### config.mk
export PLATFORM = sky130hd
export DESIGN_NAME = sdram_bseq
export DESIGN_NICKNAME = d
export VERILOG_FILES = /design/src/rtl/sdram_bseq_pkg.sv /design/src/rtl/sdram_bseq_ctl.sv /design/src/rtl/sdram_bseq_colgen.sv /design/src/rtl/sdram_bseq_latpipe.sv /design/src/rtl/sdram_bseq.sv
export SDC_FILE = /design/constraint.sdc
export NUM_CORES = 1
export LEC_CHECK = 0
export ABC_CLOCK_PERIOD_IN_PS = 2820
export CAP_MARGIN = 20
export CELL_PAD_IN_SITES_DETAIL_PLACEMENT = 1
export CELL_PAD_IN_SITES_GLOBAL_PLACEMENT = 1
export CORE_UTILIZATION = 39
export DETAILED_ROUTE_END_ITERATION = 7
export PLACE_DENSITY = 0.77
export SLEW_MARGIN = 0
export SYNTH_ARGS = -nofsm -noshare
export SYNTH_HDL_FRONTEND = slang
export SYNTH_SLANG_ARGS = --single-unit
### constraint.sdc
create_clock -name clk -period 2.82 [get_ports clk]
set_clock_uncertainty 0.1 [all_clocks]
set_input_delay 0.423 -clock clk [delete_from_list [all_inputs] [get_ports clk]]
set_output_delay 0.423 -clock clk [all_outputs]
set_load 0.01 [all_outputs]
### src/rtl/sdram_bseq_pkg.sv
package sdram_bseq_pkg;

   // Burst-length codes; values not listed act as a single beat.
   typedef enum logic [2:0] {
      BL_ONE   = 3'd0,
      BL_TWO   = 3'd1,
      BL_FOUR  = 3'd2,
      BL_EIGHT = 3'd3,
      BL_PAGE  = 3'd7
   } blen_e;

   typedef enum logic {
      ORD_SEQ = 1'b0,
      ORD_XOR = 1'b1
   } order_e;

   localparam int MIN_COL_W = 4;

endpackage

### src/rtl/sdram_bseq_ctl.sv
module sdram_bseq_ctl
   import sdram_bseq_pkg::*;
#(
   parameter int COL_W = 9
) (
   input  logic             clk,
   input  logic             rst_n,
   input  logic             cmd_valid,
   input  logic             cmd_write,
   input  logic [COL_W-1:0] cmd_col,
   input  order_e           cmd_order,
   input  blen_e            cmd_len,
   input  logic             precharge,
   output logic             act_q,
   output logic             wr_q,
   output order_e           ord_q,
   output logic             full_q,
   output logic [COL_W-1:0] start_q,
   output logic [COL_W-1:0] idx_q,
   output logic [COL_W-1:0] mask_q
);

   logic [COL_W-1:0] len_mask;
   logic             len_full;

   // Length code to in-block offset mask; full page only in sequential order.
   always_comb begin
      len_full = 1'b0;
      unique case (cmd_len)
         BL_TWO:   len_mask = COL_W'(1);
         BL_FOUR:  len_mask = COL_W'(3);
         BL_EIGHT: len_mask = COL_W'(7);
         BL_PAGE: begin
            len_full = (cmd_order == ORD_SEQ);
            len_mask = len_full ? {COL_W{1'b1}} : '0;
         end
         default:  len_mask = '0;
      endcase
   end

   logic beat_done;
   assign beat_done = !full_q && (idx_q == mask_q);

   always_ff @(posedge clk or negedge rst_n) begin
      if (!rst_n) begin
         act_q   <= 1'b0;
         wr_q    <= 1'b0;
         ord_q   <= ORD_SEQ;
         full_q  <= 1'b0;
         start_q <= '0;
         idx_q   <= '0;
         mask_q  <= '0;
      end else if (precharge) begin
         act_q <= 1'b0;
      end else if (cmd_valid) begin
         act_q   <= 1'b1;
         wr_q    <= cmd_write;
         ord_q   <= cmd_order;
         full_q  <= len_full;
         start_q <= cmd_col;
         idx_q   <= '0;
         mask_q  <= len_mask;
      end else if (act_q) begin
         if (beat_done) begin
            act_q <= 1'b0;
         end else begin
            idx_q <= idx_q + COL_W'(1);
         end
      end
   end

endmodule

### src/rtl/sdram_bseq_colgen.sv
module sdram_bseq_colgen
   import sdram_bseq_pkg::*;
#(
   parameter int COL_W         = 9,
   parameter bit INTERLEAVE_EN = 1'b1
) (
   input  logic [COL_W-1:0] start,
   input  logic [COL_W-1:0] idx,
   input  logic [COL_W-1:0] mask,
   input  order_e           order,
   output logic [COL_W-1:0] col
);

   logic [COL_W-1:0] stepped;

   generate
      if (INTERLEAVE_EN) begin : g_both
         always_comb begin
            if (order == ORD_XOR) stepped = start ^ idx;
            else                  stepped = start + idx;
         end
      end else begin : g_seq_only
         logic unused_order;
         assign unused_order = order;
         assign stepped      = start + idx;
      end
   endgenerate

   // Upper bits from the start column, low bits from the stepped value.
   assign col = (start & ~mask) | (stepped & mask);

endmodule

### src/rtl/sdram_bseq_latpipe.sv
module sdram_bseq_latpipe #(
   parameter int MAX_CL      = 3,
   parameter int RD_MASK_LAG = 2,
   parameter int CLW         = 2
) (
   input  logic           clk,
   input  logic           rst_n,
   input  logic           rd_beat,
   input  logic           wr_beat,
   input  logic           dqm,
   input  logic [CLW-1:0] cas_lat,
   output logic           rd_valid,
   output logic           rd_mask,
   output logic           wr_mask
);

   logic [MAX_CL-1:0]      tap;
   logic [RD_MASK_LAG-1:0] dqm_sr;

   assign tap[0] = rd_beat;

   genvar k;
   generate
      for (k = 1; k < MAX_CL; k++) begin : g_stg
         logic q;
         if (k == 1) begin : g_first
            always_ff @(posedge clk or negedge rst_n)
               if (!rst_n) q <= 1'b0;
               else        q <= rd_beat;
         end else begin : g_next
            always_ff @(posedge clk or negedge rst_n)
               if (!rst_n) q <= 1'b0;
               else        q <= g_stg[k-1].q;
         end
         assign tap[k] = q;
      end

      if (RD_MASK_LAG == 1) begin : g_lag1
         always_ff @(posedge clk or negedge rst_n)
            if (!rst_n) dqm_sr <= '0;
            else        dqm_sr <= dqm;
      end else begin : g_lagn
         always_ff @(posedge clk or negedge rst_n)
            if (!rst_n) dqm_sr <= '0;
            else        dqm_sr <= {dqm_sr[RD_MASK_LAG-2:0], dqm};
      end
   endgenerate

   // Latency selects a tap; 0 or out-of-range values act as latency 1.
   always_comb begin
      rd_valid = tap[0];
      for (int s = 1; s < MAX_CL; s++) begin
         if (int'(cas_lat) == s + 1) rd_valid = tap[s];
      end
   end

   assign rd_mask = rd_valid & dqm_sr[RD_MASK_LAG-1];
   assign wr_mask = wr_beat & dqm_sr[0];

endmodule

### src/rtl/sdram_bseq.sv
module sdram_bseq
   import sdram_bseq_pkg::*;
#(
   parameter int COL_W         = 9,
   parameter int MAX_CL        = 3,
   parameter int RD_MASK_LAG   = 2,
   parameter bit INTERLEAVE_EN = 1'b1,
   parameter int CLW           = $clog2(MAX_CL + 1)
) (
   input  logic             clk,
   input  logic             rst_n,
   input  logic             cmd_valid,
   input  logic             cmd_write,
   input  logic [COL_W-1:0] cmd_col,
   input  logic             burst_order,
   input  logic [2:0]       burst_len,
   input  logic [CLW-1:0]   cas_lat,
   input  logic             precharge,
   input  logic             dqm,
   output logic             col_valid,
   output logic             col_write,
   output logic [COL_W-1:0] col_addr,
   output logic             rd_valid,
   output logic             rd_mask,
   output logic             wr_mask
);

   generate
      if (COL_W < MIN_COL_W) begin : g_bad_colw
         $error("sdram_bseq: COL_W too small");
      end
      if (MAX_CL < 2) begin : g_bad_cl
         $error("sdram_bseq: MAX_CL must be at least 2");
      end
      if (RD_MASK_LAG < 1) begin : g_bad_lag
         $error("sdram_bseq: RD_MASK_LAG must be at least 1");
      end
   endgenerate

   logic             act_q, wr_q, burst_full;
   order_e           ord_q;
   logic [COL_W-1:0] start_q, idx_q, mask_q;

   sdram_bseq_ctl #(.COL_W(COL_W)) u_ctl (
      .clk       (clk),
      .rst_n     (rst_n),
      .cmd_valid (cmd_valid),
      .cmd_write (cmd_write),
      .cmd_col   (cmd_col),
      .cmd_order (order_e'(burst_order)),
      .cmd_len   (blen_e'(burst_len)),
      .precharge (precharge),
      .act_q     (act_q),
      .wr_q      (wr_q),
      .ord_q     (ord_q),
      .full_q    (burst_full),
      .start_q   (start_q),
      .idx_q     (idx_q),
      .mask_q    (mask_q)
   );

   sdram_bseq_colgen #(.COL_W(COL_W), .INTERLEAVE_EN(INTERLEAVE_EN)) u_col (
      .start (start_q),
      .idx   (idx_q),
      .mask  (mask_q),
      .order (ord_q),
      .col   (col_addr)
   );

   sdram_bseq_latpipe #(.MAX_CL(MAX_CL), .RD_MASK_LAG(RD_MASK_LAG), .CLW(CLW)) u_lat (
      .clk      (clk),
      .rst_n    (rst_n),
      .rd_beat  (act_q & ~wr_q),
      .wr_beat  (act_q & wr_q),
      .dqm      (dqm),
      .cas_lat  (cas_lat),
      .rd_valid (rd_valid),
      .rd_mask  (rd_mask),
      .wr_mask  (wr_mask)
   );

   assign col_valid = act_q;
   assign col_write = act_q & wr_q;

endmodule

==> Yosys cells after proc, flatten, opt, wreduce, memory -nomap -nowiden <==
Index checks and enable logic that the tools add are counted.
Widths: inputs -> output; s select.
{ "classes": {"bitwise": 12, "eq_ne": 8, "reduce_logical": 5, "addsub": 2, "mux": 13} }
{ "ops": {"columns": ["op", "count"], "rows": [
  ["$mux 9", 5],
  ["$pmux 9 s4", 1],
  ["$and 9x9->9", 2],
  ["$add 9x1->9 const B", 1],
  ["$add 9x9->9", 1],
  ["$eq 9x9->1", 1],
  ["$not 9->9", 1],
  ["$or 9x9->9", 1],
  ["$xor 9x9->9", 1],
  ["$mux 1", 7],
  ["$eq 3x2->1 const B", 2],
  ["$and 1x1->1", 4],
  ["$eq 3x1->1 const B", 1],
  ["$eq 3x3->1 const B", 1],
  ["$not 1->1", 3],
  ["$reduce_and 3->1", 1],
  ["$eq 2x1->1 const B", 1],
  ["$eq 2x2->1 const B", 1],
  ["$ne 2x2->1 const B", 1],
  ["$reduce_and 2->1", 1],
  ["$reduce_bool 2->1", 1],
  ["$logic_and 1x1->1", 1],
  ["$logic_not 1->1", 1]
]} }
{ "word_totals": {"out_inout_bits": 14, "elab_cells": 50, "ff_bits": 35, "in_bits": 21} }

==> Longest topological paths before layout <==
Gate-level depths: netlist of run 1.
{ "depth": {"depth_word": 6, "depth_mapped": 8, "ltp_nobuf": 8} }

==> Modules after synthesis <==
Synthesis of run 1 repeated with hierarchy kept, for this count alone.
{ "hier_totals": {"hier_cells": 203, "area_unflattened_um2": 1950.6} }
{ "modules_own_cells": {"columns": ["module", "area_per_inst_um2", "n_inst", "seq_area_each_um2", "cells_each"], "rows": [
  ["sdram_bseq_ctl", 1280.0, 1, 625.6, 124],
  ["sdram_bseq_colgen", 519.2, 1, 0.0, 67],
  ["sdram_bseq_latpipe", 135.1, 1, 100.1, 10],
  ["sdram_bseq", 16.3, 1, 0.0, 2]
]} }

==> Worst setup path after synthesis of run 1 <==
OpenSTA, ideal clock, no wires.
{ "synth_timing": {"kind": "register to output", "start": "reg u_ctl.idx_q[0]", "end": "out col_addr[8]", "slack_ns": 0.482, "arrival_time_ns": 1.815, "stages_incl_launch_ff": 9, "required_time_ns": 2.297, "path_buffers": 0, "cell_sequence": "dfrtp_1 -> ha_1 -> inv_1 -> fa_1 -> nor2b_1 -> o31a_1 -> a2bb2oi_1 -> o211ai_1 -> xor2_1"} }
{ "synth_between": {"elab_chain_cells": 4} }
{ "synth_lines": {"columns": ["item", "line_no", "text"], "rows": [
  ["start: declaration", "sdram_bseq_ctl.sv:19", "output logic [COL_W-1:0] idx_q,"],
  ["start signal: assignment", "sdram_bseq_ctl.sv:67", "idx_q <= idx_q + COL_W'(1);"],
  ["$add 9x9->9", "sdram_bseq_colgen.sv:20", "else stepped = start + idx;"],
  ["$mux 9", "sdram_bseq_colgen.sv:19", "if (order == ORD_XOR) stepped = start ^ idx;"],
  ["$and 9x9->9", "sdram_bseq_colgen.sv:30", "assign col = (start & ~mask) | (stepped & mask);"],
  ["$or 9x9->9", "sdram_bseq_colgen.sv:30", null],
  ["end: declaration", "sdram_bseq.sv:22", "output logic [COL_W-1:0] col_addr,"]
]} }
No other way between the ends.

==> Final worst setup path of run 1 <==
{ "layout_timing": {"start": "reg u_ctl.start_q[0]", "end": "out col_addr[6]"} }
{ "layout_between": {"elab_chain_cells": 4} }
{ "layout_lines": {"columns": ["item", "line_no", "text"], "rows": [
  ["start: declaration", "sdram_bseq_ctl.sv:18", "output logic [COL_W-1:0] start_q,"],
  ["start signal: assignment", "sdram_bseq_ctl.sv:60", "start_q <= cmd_col;"],
  ["$add 9x9->9", "sdram_bseq_colgen.sv:20", null],
  ["$mux 9", "sdram_bseq_colgen.sv:19", null],
  ["$and 9x9->9", "sdram_bseq_colgen.sv:30", null],
  ["$or 9x9->9", "sdram_bseq_colgen.sv:30", null]
]} }
No other way between the ends.

==> results of run 1 <==
[area by class of cell]
class | count | area (µm²) | area share, %
Multi-Input combinational cell | 167 | 1130 | 44.2
Sequential cell | 29 | 728 | 28.5
Timing Repair Buffer | 55 | 490 | 19.2
Clock buffer | 7 | 86.3 | 3.38
Tap cell | 52 | 65.1 | 2.54
Clock inverter | 1 | 30.0 | 1.17
Inverter | 7 | 26.3 | 1.03
[cell families after synthesis]
logic type	after synthesis	synth area share, %
multiplexers	3	1.67
adder cells (fa/ha/maj)	10	7.09
buffers and inverters	17	5.28
AO/OA/AOI/OAI	48	17.0
AND/OR/NAND/NOR	96	25.5
flip-flops	29	38.8
XOR/XNOR	10	4.68
[cell usage after synthesis (all sizes together), types with 3 or more instances]
library cell and n:
nor2 10, o211ai 3, buf 6, nand2 47, dfrtp 29, and3 5, o21ai 15, ha 9
clkbuf 4, nor2b 8, or3 3, a221o 3, xor2 4, xnor2 6, nor4 3, inv 7
nand3 10, a21oi 11
[metal layers]
layer | vias up | part of all wire (%) | global-route usage [%]
met4 | 0 | 1.6 | 8.22
met3 | 7 | 2.9 | 4.78
li1 | 850 | - | -
met1 | 861 | 43 | 27.9
met2 | 40 | 52 | 40.5
met5 | - | 0 | 0
[how the worst max path moves through the flow]
stage                        to  slack, ps  cells after the start
floorplan           col_addr[8]        480                      8
global placement    col_addr[6]         10                      9
detailed placement  col_addr[8]       -120                      9
CTS                 col_addr[8]       -100                      9
global route        col_addr[6]        -60                      9
finish              col_addr[6]         40                      9
[power groups by stage]
stage / clock network, mW / registers [mW] / logic (mW)
2_1_floorplan: 0 / 0.559 / 0.449
3_3_place_gp: 0 / 0.552 / 0.735
3_5_place_dp: 0 / 0.557 / 0.758
4_1_cts: 0.463 / 0.559 / 0.783
5_1_grt: 0.479 / 0.576 / 0.904
6_report: 0.453 / 0.567 / 0.815
[worst max-delay path: cells and delay by family, from the launching register on]
| family | cells | cell delay (ps) |
|---|---|---|
| AO/OA/AOI/OAI | 2 | 500 |
| flip-flops | 1 | 430 |
| adder cells (fa/ha/maj) | 2 | 430 |
| AND/OR/NAND/NOR | 3 | 430 |
| buffers and inverters | 2 | 180 |
[registers in the layout, summed over array words and instances (netlist names)]
| signal | flops |
|---|---|
| u_ctl.mask_q | 4 |
| u_ctl.ord_q | 1 |
| u_ctl.act_q | 1 |
| u_lat.g_stg.q | 2 |
| u_ctl.wr_q | 1 |
| u_ctl.start_q | 9 |
| u_lat.dqm_sr | 2 |
| u_ctl.idx_q | 9 |
[what timing repair did]
item / CTS / global route
endpoints found under the setup margin: 6 / 7
pin swaps: 5 / 9
resized for setup: 16 / 14
==> summary.md, run 1 <==
| Metric | Value |
|---|---|
| Worst slew margin | `roughly 74%` |
| Outcome | `finished, final reports clean` |
| CTS Hold Bufs | `0` |
| Max IR drop VDD | `0.317 mV` |
| CTS Sinks | `29` |
| Number of max-cap violations | `0` |
| Vias per inst | `between 5 and 6` |
| Fin. max-slew vios | `0` |
| Fmax | `roughly 360 MHz` |
| Setup Buffers After CTS | `0` |
| Yosys top cell area share | `roughly two fifths` |
| Clock-pin slew on the worst setup and hold paths | `70 ps` |
| Sequential Power Share | `30.9%` |
| Core area | `0.00447 mm²` |
| Routed wire per std cell | `16.8 µm` |
| GPL Wtd Cong | `about 0.77` |
| Final period util | `between 90% and 100%` |
| CTS max path bufs | `2` |
| Critical path class | `flop to output pin` |
| Clock Power Share | `24.7%` |
| FFs w/ async S/R, synth | `100%` |
| Worst Max-Slew Pin Slew | `between 300 and 400 ps` |
| Vias in the first global route | `1830` |
| Largest net degree at the start of global routing | `30` |
| Worst-path maximum fanout | `3` |
| Internal power | `between 1 and 1.5 mW` |
| R2R Setup Slk | `680 ps` |
| Final Core Density | `a little under three fifths` |
| Post-Syn Instances | `213` |
| Worst R2R Path Depth | `7` |
| First-pass GRT wire length | `slightly below 9000 µm` |
| EDFF count, synth | `0` |
| DP Area | `0.00236 mm²` |
| Crit. End Element | `output pin` |
| Full die area | `approximately 0.0051 mm²` |
| Most frequent cells in the layout | `nand2_1, dfrtp_1, clkdlybuf4s50_1` |
| Fillers | `517` |
| DR DRC count | `0` |
| Antenna violations before repair | `0` |
| Synthesized area per cell | `8.79 µm²` |
| Area grow syn2layout | `36.6%` |
| GRT Overall Usage | `a little under a quarter` |
| Nets | `just under 300` |
| Starting Density | `41.8%` |
| RSZ-0062 raised after global routing | `yes` |
| H-tree levels | `2` |
| IO Port Bufs | `34` |
| RR Endpoint | `u_ctl.idx_q[2]` |
| Final hold violations | `0` |
| PwrDens | `between 700 and 800 mW/mm²` |
| Commonest non-fill, non-tap cell in the layout | `nand2_1` |
| Final Non-Filler Cells | `roughly 320` |
| Register area share after synthesis | `38.8%` |
| Chip Width | `around 70 µm` |
| Largest stage delay on the critical path | `between 400 and 500 ps` |
| HP Class | `flop to flop` |
| Min cycle time layout | `2780 ps` |
| Sw power | `approximately 0.64 mW` |
| Router iterations before antenna repair | `4` |
| Dpl ws | `-122 ps` |
| Layout cells sized above 1 | `a little under a fifth` |
| Post-DP HPWL | `a little under 4000 µm` |
| Post-DRT Antenna Nets | `0` |
| Crit-path slowest cell | `dfrtp_1` |
| Comb pwr share | `between 40% and 50%` |
| Num CTS Buffers | `5` |
| Hold EP | `u_lat.dqm_sr[1]` |
| Dominant synthesized flop cell | `dfrtp_1` |
| Critical Path Start Type | `flop` |
| Net Count, Synth | `between 200 and 250` |
| Placed Cells | `a little over 300` |
| # rows | `24` |
| Worst Hold Launch | `u_lat.dqm_sr[0]` |
| Worst path required time | `approximately 2300 ps` |
| IO Count | `35` |
| Lkg Pwr | `1.17 nW` |
| Ant diodes | `0` |
| Final worst slack | `about 40 ps` |
| Crit path DAT | `between 2000 and 2500 ps` |
| Synth area leaders | `dfrtp_1, nand2_1, ha_1` |
| Total gr overflow | `0` |
| # setup viols final | `0` |
| Die span in y | `just over 70 µm` |
| WHS | `278 ps` |
| PnR Total Power | `between 1.5 and 2 mW` |
| Warnings, synthesis | `0` |
| Critical path startpoint | `u_ctl.start_q[0]` |
| Synth unique cells | `48` |
| Final WL | `5340 µm` |
| Worst Hold Path Cells | `0` |
| Vias | `approximately 1800` |
| Root buf cell | `clkbuf_8` |
| Switching share of power | `about 35%` |
| Worst flop-to-flop path startpoint | `u_ctl.mask_q[7]` |
| TritonCTS clock tree | `yes` |
| Register bit total from synthesis | `29` |
| Critical path cell sequence | `ha_4, inv_2, fa_2, nor2b_4, o31a_1, o21a_1, or3_1, nand3_1, buf_2` |
| Post-Route Setup TNS | `0 ps` |
| Cell area after synthesis | `0.00187 mm²` |
| Final instance area | `0.00256 mm²` |
| DRT iter0 DRCs | `87` |
| Worst-Skew Late Latency | `between 200 and 300 ps` |
| Dominant cell type by area after synthesis | `dfrtp_1` |
No activity file was read; power rests on OpenSTA's default activity.
==> run 2, diff against run 1 <==
--- a/config.mk
+++ b/config.mk
@@ -10,6 +10,7 @@
 export CELL_PAD_IN_SITES_DETAIL_PLACEMENT = 1
 export CELL_PAD_IN_SITES_GLOBAL_PLACEMENT = 1
 export CORE_UTILIZATION = 39
+export CTS_CLUSTER_DIAMETER = 30
 export DETAILED_ROUTE_END_ITERATION = 7
 export PLACE_DENSITY = 0.77
 export SLEW_MARGIN = 0
==> results of run 2 <==
Final layout, timing and power as in run 1 (identical DEF).
==> run 3, diff against run 2 <==
--- a/config.mk
+++ b/config.mk
@@ -12,7 +12,7 @@
 export CORE_UTILIZATION = 39
 export CTS_CLUSTER_DIAMETER = 30
 export DETAILED_ROUTE_END_ITERATION = 7
-export PLACE_DENSITY = 0.77
+export PLACE_DENSITY = 0.9
 export SLEW_MARGIN = 0
 export SYNTH_ARGS = -nofsm -noshare
 export SYNTH_HDL_FRONTEND = slang
==> summary.md, run 3 (synthesis results as in run 1) <==
| Metric | Value |
|---|---|
| Vias per inst | `5.83` |
| DR DRC count | `1` |
| CTS Hold Bufs | `0` |
| Crit. End Element | `output pin` |
| Placed Cells | `slightly above 300` |
| Total gr overflow | `0` |
| Critical Path Sink | `col_addr[7]` |
| Fin. max-slew vios | `0` |
| Final period util | `between 90% and 100%` |
| Final instance area | `approximately 0.0025 mm²` |
| Area grow syn2layout | `35.4%` |
| Die span in y | `just over 70 µm` |
| Chip Width | `~70 µm` |
| Grt met3 use | `about 3.5%` |
| # rows | `24` |
| PwrDens | `around 700 mW/mm²` |
| Ant diodes | `0` |
| Final Core Density | `56.6%` |
| Number of max-cap violations | `0` |
| Core area | `approximately 0.0045 mm²` |
| PnR Total Power | `1.82 mW` |
| HP Class | `flop to flop` |
| Starting Density | `between 40% and 50%` |
| Met2 GRT Util | `a little under half` |
| Worst slew margin | `approximately 65%` |
| Crit path DAT | `2250 ps` |
| Worst Hold Path Cells | `0` |
| Critical Path Start Type | `flop` |
| Internal power | `between 1 and 1.5 mW` |
| CTS max path bufs | `2` |
| R2R Setup Slk | `about 680 ps` |
| CP bufs+invs | `1` |
| Critical path startpoint | `u_ctl.start_q[1]` |
| IO Port Bufs | `34` |
| Fmax | `around 360 MHz` |
| Min cycle time layout | `2770 ps` |
| H-tree levels | `2` |
| Met1 usage | `29.4%` |
| Worst-path maximum fanout | `2` |
| Num CTS Buffers | `5` |
| Vias in the first global route | `roughly 1900` |
| Final Non-Filler Cells | `roughly 320` |
| Routed wire per std cell | `between 15 and 20 µm` |
| Largest net degree at the start of global routing | `30` |
| Max IR drop VDD | `approximately 0.46 mV` |
| Vias | `between 1500 and 2000` |
| Critical path cell sequence | `ha_4, a21o_1, a221o_1, o21ai_2, xor2_1, a21oi_1, dlygate4sd2_1` |
| Clock-pin slew on the worst setup and hold paths | `around 70 ps` |
| IO Count | `35` |
| TritonCTS clock tree | `yes` |
| Fillers | `532` |
| Largest registers | `u_ctl.idx_q x9, u_ctl.start_q x9, u_ctl.mask_q x4` |
| RSZ-0062 raised after global routing | `yes` |
| Sw power | `between 0.6 and 0.7 mW` |
| Outcome | `complete, but fails checks` |
| CTS Sinks | `29` |
| Critical path class | `flop to output pin` |
| Final hold violations | `0` |
| Most frequent cells in the layout | `nand2_1, dfrtp_1, clkdlybuf4s50_1` |
| Clock Power Share | `about a fifth` |
| Crit-path slowest cell | `dfrtp_1` |
| Sequential Power Share | `about 31%` |
| Failing checks | `design-rule violations` |
| # setup viols final | `0` |
| Worst-Skew Late Latency | `280 ps` |
| Largest stage delay on the critical path | `between 400 and 500 ps` |
| Post-DRT Antenna Nets | `0` |
| Router iterations before antenna repair | `6` |
| Full die area | `approximately 0.005 mm²` |
| DRT iter0 DRCs | `84` |
| Comb pwr share | `47.4%` |
| Top cell family by delay on the critical path | `compound AO/OA/AOI/OAI gates` |
| Nets | `between 200 and 300` |
| Antenna violations before repair | `0` |
| Switching share of power | `37.6%` |
| Final WL | `approximately 6200 µm` |
| Worst path depth | `7` |
| GRT Overall Usage | `about a quarter` |
| Worst Max-Slew Pin Slew | `523 ps` |
| Layout cells sized above 1 | `19.7%` |
| GPL Wtd Cong | `0.827` |
| Commonest non-fill, non-tap cell in the layout | `nand2_1` |
| First-pass GRT wire length | `9480 µm` |
| Worst R2R Path Depth | `6` |
| Lkg Pwr | `~1.2 nW` |
| RR Endpoint | `u_ctl.idx_q[4]` |
| Worst flop-to-flop path startpoint | `u_ctl.mask_q[7]` |
| Grt peak-use layer | `met2` |
| DP Area | `about 0.0023 mm²` |
| Worst path required time | `about 2300 ps` |
| Root buf cell | `clkbuf_8` |
| Post-DP HPWL | `~4000 µm` |
-- run 3: power groups by stage --
stage | combinational (mW) | sequential, mW | clock (mW)
2_1_floorplan | 0.449 | 0.559 | 0
3_3_place_gp | 0.702 | 0.549 | 0
3_5_place_dp | 0.735 | 0.554 | 0
4_1_cts | 0.792 | 0.557 | 0.384
5_1_grt | 0.927 | 0.575 | 0.411
6_report | 0.861 | 0.568 | 0.388
-- run 3: stage by stage --
stage	setup TNS, ps	worst slack (ps)	hold WS (ps)
2_1_floorplan	0	482	27.4
3_3_place_gp	0	19.4	252
3_5_place_dp	-202	-131	273
4_1_cts	-230	-173	287
5_1_grt	-78.0	-24.0	292
6_report	0	47.5	288
-- run 3: how the worst min path moves through the flow --
stage	from	to	slack (ps)
finish	u_lat.g_stg[1].q	u_lat.g_stg[2].q	290
global route	u_lat.g_stg[1].q	u_lat.g_stg[2].q	290
CTS	u_lat.g_stg[1].q	u_lat.g_stg[2].q	290
detailed placement	u_lat.g_stg[1].q	u_lat.g_stg[2].q	270
global placement	u_lat.dqm_sr[0]	u_lat.dqm_sr[1]	250
floorplan	rst_n	u_ctl.act_q	30
-- run 3: metal layers --
metal,wire (µm),vias up
li1,-,847
met1,2540,920
met2,3210,57
met3,265,18
met4,209,0
met5,0,-
-- run 3: final cells by class --
cell class,instances,area [µm²],share of cell area [%]
multi-input combinational,167,1140,45.0
clock inverter,1,5.00,0.198
sequential,29,726,28.6
timing repair buffer,53,474,18.7
tap,52,65.1,2.57
clock buffer,7,96.3,3.80
inverter,7,26.3,1.04
-- run 3: repair_timing --
item,CTS,global route
setup endpoints to repair,6,8
hold endpoints to repair,0,0
gates resized for setup,17,16
buffers inserted,0,4
pin swaps,5,12
